===== config.mk =====
export PLATFORM = sky130hd
export DESIGN_NAME = accu_core
export DESIGN_NICKNAME = d
export VERILOG_FILES = /design/src/rtl/accu_pkg.sv /design/src/rtl/accu_ctrl.sv /design/src/rtl/accu_dpath.sv /design/src/rtl/accu_core.sv
export SDC_FILE = /design/constraint.sdc
export NUM_CORES = 2
export LEC_CHECK = 0
export BUFFER_PORTS_ARGS = -buffer_cell sky130_fd_sc_hd__buf_2
export CORE_MARGIN = 5
export CORE_UTILIZATION = 39
export CTS_BUF_LIST = sky130_fd_sc_hd__clkbuf_2 sky130_fd_sc_hd__clkbuf_4 sky130_fd_sc_hd__clkbuf_8
export DETAILED_ROUTE_END_ITERATION = 10
export PLACE_DENSITY = 0.59
export SYNTH_ARGS = -nofsm -noshare
export SYNTH_HDL_FRONTEND = slang
export SYNTH_HIERARCHICAL = 1
export SYNTH_SLANG_ARGS = --single-unit

===== constraint.sdc =====
create_clock -name clk -period 9.1 [get_ports clk]
set_input_delay 0.455 -clock clk [delete_from_list [all_inputs] [get_ports clk]]
set_output_delay 0.455 -clock clk [all_outputs]
set_load 0.05 [all_outputs]

===== src/rtl/accu_pkg.sv =====
package accu_pkg;
  localparam int DATA_W = 8;
  localparam int ADDR_W = 8;
  localparam int NSTEP  = 6;
  localparam int STEP_W = $clog2(NSTEP);
  localparam int RST_HOLD = 3;

  localparam logic [7:0] OP_INA  = 8'h01;
  localparam logic [7:0] OP_CMA  = 8'h02;
  localparam logic [7:0] OP_LDI  = 8'h03;
  localparam logic [7:0] OP_ADI  = 8'h04;
  localparam logic [7:0] OP_SUBI = 8'h05;
  localparam logic [7:0] OP_LDA  = 8'h06;
  localparam logic [7:0] OP_STA  = 8'h07;
  localparam logic [7:0] OP_JMPI = 8'h10;
  localparam logic [7:0] OP_JMPE = 8'h11;

  typedef enum logic [2:0] {
    AC_HOLD, AC_INC, AC_CMP, AC_LOAD, AC_ADD, AC_SUB
  } acOp_e;

  // strobes from control to datapath for one cycle
  typedef struct packed {
    logic  clrAll;
    logic  hostWrite;
    logic  drFromMem;
    logic  addrFromAr;
    logic  irLoad;
    logic  pcInc;
    logic  pcLoadDr;
    logic  pcLoadExt;
    logic  arLoad;
    logic  memStore;
    logic  updZS;
    logic  updCV;
    acOp_e acOp;
  } ctl_t;
endpackage


===== src/rtl/accu_ctrl.sv =====
module accu_ctrl
  import accu_pkg::*;
(
  input  logic              clk,
  input  logic              rstN,
  input  logic              startIn,
  input  logic              resetReq,
  input  logic              hostWe,
  input  logic [7:0]        opcode,
  input  logic [3:0]        flags,   // {S,Z,V,C}
  output ctl_t              ctl,
  output logic              busy,
  output logic [STEP_W-1:0] step
);
  localparam int CNT_W = $clog2(RST_HOLD + 1);
  localparam logic [CNT_W-1:0] HOLD_MAX = CNT_W'(RST_HOLD - 1);

  logic             startPrev;
  logic [CNT_W-1:0] hiCnt;
  logic             softRst;
  logic             endInstr;
  logic             halt;
  logic [NSTEP-1:0] tDec;
  logic             isBranch;
  logic             condFlag;
  logic             taken;

  // decoded timing signals, one per step
  for (genvar gi = 0; gi < NSTEP; gi++) begin : g_tdec
    assign tDec[gi] = (step == STEP_W'(gi));
  end

  assign softRst  = resetReq && (hiCnt == HOLD_MAX);
  assign isBranch = (opcode[7:3] == 5'b00001);

  always_comb begin
    unique case (opcode[2:1])
      2'b00:   condFlag = flags[2]; // Z
      2'b01:   condFlag = flags[0]; // C
      2'b10:   condFlag = flags[3]; // S
      default: condFlag = flags[1]; // V
    endcase
  end
  assign taken = condFlag ^ opcode[0];

  always_comb begin
    ctl           = '0;
    endInstr      = 1'b0;
    halt          = 1'b0;
    ctl.clrAll    = softRst;
    ctl.hostWrite = hostWe && !busy;
    if (busy && !softRst) begin
      if (tDec[0]) begin
        ctl.drFromMem = 1'b1;
      end else if (tDec[1]) begin
        ctl.irLoad = 1'b1;
        ctl.pcInc  = 1'b1;
      end else if (isBranch || opcode == OP_JMPI) begin
        if (tDec[2]) ctl.drFromMem = 1'b1;
        else begin
          if (isBranch && !taken) ctl.pcInc = 1'b1;
          else                    ctl.pcLoadDr = 1'b1;
          endInstr = 1'b1;
        end
      end else begin
        unique case (opcode)
          OP_INA: begin
            ctl.acOp  = AC_INC;
            ctl.updZS = 1'b1;
            ctl.updCV = 1'b1;
            endInstr  = 1'b1;
          end
          OP_CMA: begin
            ctl.acOp  = AC_CMP;
            ctl.updZS = 1'b1;
            endInstr  = 1'b1;
          end
          OP_LDI, OP_ADI, OP_SUBI: begin
            if (tDec[2]) ctl.drFromMem = 1'b1;
            else begin
              if (opcode == OP_LDI)      ctl.acOp = AC_LOAD;
              else if (opcode == OP_ADI) ctl.acOp = AC_ADD;
              else                       ctl.acOp = AC_SUB;
              ctl.updZS = 1'b1;
              ctl.updCV = (opcode != OP_LDI);
              ctl.pcInc = 1'b1;
              endInstr  = 1'b1;
            end
          end
          OP_LDA, OP_STA: begin
            if (tDec[2]) ctl.drFromMem = 1'b1;
            else if (tDec[3]) begin
              ctl.arLoad = 1'b1;
              ctl.pcInc  = 1'b1;
            end else if (tDec[4]) begin
              ctl.addrFromAr = 1'b1;
              if (opcode == OP_LDA) ctl.drFromMem = 1'b1;
              else begin
                ctl.memStore = 1'b1;
                endInstr     = 1'b1;
              end
            end else if (tDec[5]) begin
              ctl.acOp = AC_LOAD;
              endInstr = 1'b1;
            end
          end
          OP_JMPE: begin
            ctl.pcLoadExt = 1'b1;
            endInstr      = 1'b1;
          end
          default: halt = 1'b1;
        endcase
      end
    end
  end

  always_ff @(posedge clk or negedge rstN) begin
    if (!rstN) begin
      busy      <= 1'b0;
      step      <= '0;
      startPrev <= 1'b0;
      hiCnt     <= '0;
    end else begin
      startPrev <= startIn;
      if (!resetReq)             hiCnt <= '0;
      else if (hiCnt != HOLD_MAX) hiCnt <= hiCnt + 1'b1;
      if (softRst) begin
        busy <= 1'b0;
        step <= '0;
      end else if (!busy) begin
        step <= '0;
        if (startIn && !startPrev) busy <= 1'b1;
      end else if (halt) begin
        busy <= 1'b0;
        step <= '0;
      end else if (endInstr) begin
        step <= '0;
      end else begin
        step <= step + 1'b1;
      end
    end
  end
endmodule


===== src/rtl/accu_dpath.sv =====
module accu_dpath
  import accu_pkg::*;
#(
  parameter int DW = DATA_W,
  parameter int AW = ADDR_W
) (
  input  logic          clk,
  input  logic          rstN,
  input  ctl_t          ctl,
  input  logic [AW-1:0] hostAddr,
  input  logic [DW-1:0] hostData,
  input  logic [AW-1:0] extAddr,
  output logic [DW-1:0] opcode,
  output logic [AW-1:0] pc,
  output logic [DW-1:0] ac,
  output logic [3:0]    flags
);
  localparam int DEPTH = 1 << AW;
  localparam int MSB   = DW - 1;

  logic [DW-1:0] mem [DEPTH];
  logic [AW-1:0] ar;
  logic [DW-1:0] dr, ir;
  logic          sFlag, zFlag, vFlag, cFlag;
  logic [AW-1:0] rdAddr;
  logic [DW-1:0] rdData;
  logic [DW-1:0] opB;
  logic          cin;
  logic [DW:0]   sumW;
  logic [DW-1:0] aluRes;
  logic          ovf;

  assign rdAddr = ctl.addrFromAr ? ar : pc;
  assign rdData = mem[rdAddr];

  always_comb begin
    opB = '0;
    cin = 1'b0;
    unique case (ctl.acOp)
      AC_INC:  cin = 1'b1;
      AC_ADD:  opB = dr;
      AC_SUB:  begin opB = ~dr; cin = 1'b1; end
      default: ;
    endcase
    sumW = {1'b0, ac} + {1'b0, opB} + {{DW{1'b0}}, cin};
    unique case (ctl.acOp)
      AC_INC, AC_ADD, AC_SUB: aluRes = sumW[DW-1:0];
      AC_CMP:                 aluRes = ~ac;
      AC_LOAD:                aluRes = dr;
      default:                aluRes = ac;
    endcase
    ovf = (ac[MSB] == opB[MSB]) && (aluRes[MSB] != ac[MSB]);
  end

  always_ff @(posedge clk or negedge rstN) begin
    if (!rstN) begin
      pc <= '0; ar <= '0; dr <= '0; ir <= '0; ac <= '0;
      sFlag <= 1'b0; zFlag <= 1'b0; vFlag <= 1'b0; cFlag <= 1'b0;
    end else if (ctl.clrAll) begin
      pc <= '0; ar <= '0; dr <= '0; ir <= '0; ac <= '0;
      sFlag <= 1'b0; zFlag <= 1'b0; vFlag <= 1'b0; cFlag <= 1'b0;
    end else begin
      if (ctl.drFromMem) dr <= rdData;
      if (ctl.irLoad)    ir <= dr;
      if (ctl.arLoad)    ar <= dr[AW-1:0];
      if (ctl.pcLoadExt)     pc <= extAddr;
      else if (ctl.pcLoadDr) pc <= dr[AW-1:0];
      else if (ctl.pcInc)    pc <= pc + 1'b1;
      if (ctl.acOp != AC_HOLD) ac <= aluRes;
      if (ctl.updZS) begin
        zFlag <= (aluRes == '0);
        sFlag <= aluRes[MSB];
      end
      if (ctl.updCV) begin
        cFlag <= sumW[DW];
        vFlag <= ovf;
      end
    end
  end

  always_ff @(posedge clk) begin
    if (ctl.memStore)       mem[ar]       <= ac;
    else if (ctl.hostWrite) mem[hostAddr] <= hostData;
  end

  assign opcode = ir;
  assign flags  = {sFlag, zFlag, vFlag, cFlag};
endmodule


===== src/rtl/accu_core.sv =====
module accu_core
  import accu_pkg::*;
#(
  parameter int DATA_W = accu_pkg::DATA_W,
  parameter int ADDR_W = accu_pkg::ADDR_W
) (
  input  logic              clk,
  input  logic              rstN,
  input  logic              startIn,
  input  logic              resetReq,
  input  logic              hostWe,
  input  logic [ADDR_W-1:0] hostAddr,
  input  logic [DATA_W-1:0] hostData,
  input  logic [ADDR_W-1:0] extAddr,
  output logic              busy,
  output logic [ADDR_W-1:0] pcOut,
  output logic [DATA_W-1:0] acOut,
  output logic [3:0]        flagsOut
);
  ctl_t              ctl;
  logic [STEP_W-1:0] step;
  logic [DATA_W-1:0] opcode;

  accu_ctrl u_ctrl (
    .clk(clk), .rstN(rstN), .startIn(startIn), .resetReq(resetReq),
    .hostWe(hostWe), .opcode(opcode[7:0]), .flags(flagsOut),
    .ctl(ctl), .busy(busy), .step(step)
  );

  accu_dpath #(.DW(DATA_W), .AW(ADDR_W)) u_dpath (
    .clk(clk), .rstN(rstN), .ctl(ctl), .hostAddr(hostAddr),
    .hostData(hostData), .extAddr(extAddr), .opcode(opcode),
    .pc(pcOut), .ac(acOut), .flags(flagsOut)
  );
endmodule


==> flow_summary.ini <==
[outcome]
run_status = complete, no violations

[drt]
viasPerCell = 5.75
drt-total-wl_um = 259000
dr.pass1.iters = 6
wire_per_inst_um = 26.9
vias = 55400
ant_nets = 0
drc_errors = 0
drtIter0Drc = 6735

[logic_synthesis]
netlist_area_um2 = 86800
seq_area_frac_synth_pct = 72.3
avgSynthCellArea_um2 = 13.7
syn_inst = 6325
yosys.area_share.xor_xnor_pct = 0.212
synth_mux_area_share_pct = 5.78
synth_top_area_share_pct = 70.8
synth_async_sr_flop_share_pct = 2.43
syn-num-nets = 6370
yosys-top-cells-area = edfxtp_1, nand2_1, mux2i_1, nand3_1, dfrtp_1
synth_top_family_by_area = simple AND/OR/NAND/NOR gates
synth_adder_area_share_pct = 0.248
synthSimpleGateAreaFrac_pct = 12.5
synth-edff-count = 2048
yosysWarnings = 6
synth-compound-area-share_pct = 6.00
synth-main-ff-cell = edfxtp_1
ys_ff_latch = 2099
synth_top_cell_by_area = edfxtp_1
synth_cell_types = 89

[flow_run]
max_cap_violations = 0

[power_and_ir_drop]
p_per_area_nw_per_um2 = 308
ir_drop_mv = 0.251
leakage_nw = 32.7

[critical_path]
cp_max_fo = 88
slowest_stage = mux2_8
cp_num_buf_inv = 4
cp_data_arrival_time_ns = 7.40
slowest_delay_ns = 0.72
start_kind = flip-flop
crit_type = flip-flop to flip-flop
critPathTopFamily = buffers and inverters
path_cells = inv_1 -> ha_1 -> a21boi_1 -> o21ai_1 -> nor3_2 -> buf_4 -> mux2_8 -> buf_12 -> buf_4 -> mux2i_1 -> mux2i_1 -> o21ai_0 -> a211oi_1 -> a2111oi_0 -> nand3_1 -> or3_1
end_kind = flip-flop
cp.required_ns = 10.02

[timing]
clock_skew_ns = 0.100
rsz0062_at_grt = no
worstMarginPinSlew_ns = 1.32
max-slew-margin-rel_pct = 11.7
max_freq_ghz = 0.154
period_needed_ns = 6.48
hold_viol = 0
whs_ns = 0.110
setup_viol = 0
period_share_pct = 71.2
totalNegativeSetupSlack_ns = 0
maxSlewViolCount = 0

[cts]
tritoncts = built
post_cts.repair.setup_buffers = 0
clk_pin_slew_worst_paths_ns = 0.06
cts_made_buffers = 345
clock_latency_ns = 1.07
cts_num_sinks = 2099
cts_max_level = 5
clockBufferDepth = 4
clk_root_buffer_cell = clkbuf_8

[final_layout]
nets = 6468
drive_above_1_share_pct = 11.4
stdcell_area_um2 = 96400
layout_common_cells = edfxtp_1, nand2_1, nand3_1
area.growth.synth_to_final_pct = 11.0
mostFrequentLayoutCell = edfxtp_1
finalNonFillerCells = 9638

[global_route]
grt_max_degree = 191
grt.overflow.total = 0
grt_pass1_wl_um = 375000
grt_pass1_vias = 52800
antenna_found_initial = 17
track_usage_pct = 21.8

[place]
placed_area_um2 = 89800
placed_cells = 9038
io_buffers = 49
dpl.hpwl_um = 144000
gp_congestion = 0.857

[floorplanning]
chipWidth_um = 482
die_area_um2 = 232000
io_pins = 50
die_h_um = 482
initial_core_util_pct = 39.1
core_um2 = 222000
row_count = 173

[hold_path]
hp-class = input port to async pin
Yosys cell counts (all sizes together) (27+ instances only):
| cell | n |
|---|---|
| a21oi | 103 |
| mux2i | 453 |
| nand4 | 27 |
| buf | 324 |
| a221oi | 106 |
| nor2 | 334 |
| clkbuf | 90 |
| edfxtp | 2048 |
| o21ai | 106 |
| and3 | 55 |
| a211oi | 43 |
| nand2 | 1402 |
| inv | 28 |
| nand3 | 639 |
| a31oi | 92 |
| dfrtp | 51 |
metal layers:
metal | up-vias | global-route usage [%] | wire [um]
li1 | 24000 | - | -
met1 | 28100 | 30.1 | 105000
met2 | 2869 | 34.5 | 121000
met3 | 488 | 4.61 | 24500
met4 | 10 | 7.19 | 8610
met5 | - | 0.331 | 161
cell type report:
type | instances | area (um^2)
fill | 19800 | 125000
sequential | 2099 | 62800
multi-input combinational | 3784 | 21800
clock buffer | 470 | 5790
tap | 2975 | 3720
timing repair buffer | 165 | 1480
clock inverter | 109 | 687
inverter | 28 | 105
antenna | 8 | 20.0
worst reg2reg max path, delay by kind of cell (launching register included):
family                   cells  cell delay, ns
AND/OR/NAND/NOR              3            1.45
buffers and inverters        4            1.69
adder cells (fa/ha/maj)      1            0.25
multiplexers                 3            1.30
flip-flops                   1            0.37
AO/OA/AOI/OAI                5            1.29
worst paths after layout:
kind | startpoint | to | slack [ns] | cells past startpoint
setup / recovery | u_ctrl/hiCnt[0] | u_dpath/dr[1] | 2.62 | 16
hold / removal | rstN | u_dpath/ac[4] | 0.11 | 3
setup reg to reg | u_ctrl/hiCnt[0] | u_dpath/dr[1] | 2.62 | 16
hold reg to reg | u_ctrl/step[0] | u_ctrl/step[0] | 0.53 | 1
max in group asynchronous | rstN | u_dpath/dr[4] | 8.37 | 3
min in group clk | hostData[4] | u_dpath/mem[74][4] | 0.13 | 2
per-stage QoR:
step	setup slack, ns	power [mW]	utilization, %
floorplan	4.22	18.2	-
global placement	2.07	21.7	40.5
detailed placement	3.02	21.8	40.5
CTS	2.93	29.8	43.4
global route	2.45	30.8	43.4
finish	2.62	29.7	43.4
registers in the layout, indices dropped and copies added (netlist names):
register / cells
u_ctrl/busy: 1
u_ctrl/hiCnt: 2
u_ctrl/startPrev: 1
u_ctrl/step: 3
u_dpath/ac: 8
u_dpath/ar: 8
u_dpath/cFlag: 1
u_dpath/dr: 8
u_dpath/mem: 2048
u_dpath/opcode: 8
u_dpath/pc: 8
u_dpath/sFlag: 1
u_dpath/vFlag: 1
u_dpath/zFlag: 1
kinds of logic after synthesis:
family | count (synthesis)
xor gates and xnor gates | 21
muxes | 480
and+or+nand+nor | 2554
buffers and inverters | 442
DFF | 2099
adders and majority gates | 16
AOI/OAI and AO/OA | 713
power by group:
part / total [mW] / internal (mW) / switching, mW
sequential: 12.1 / 11.9 / 0.229
clock: 7.96 / 4.31 / 3.65
combinational: 9.67 / 2.49 / 7.19
timing repair:
item	in CTS	in global routing
endpoints found under the hold margin	75	0
gates resized for setup	0	0
hold buffers	12	0
Power figures use the tool's default switching activity.
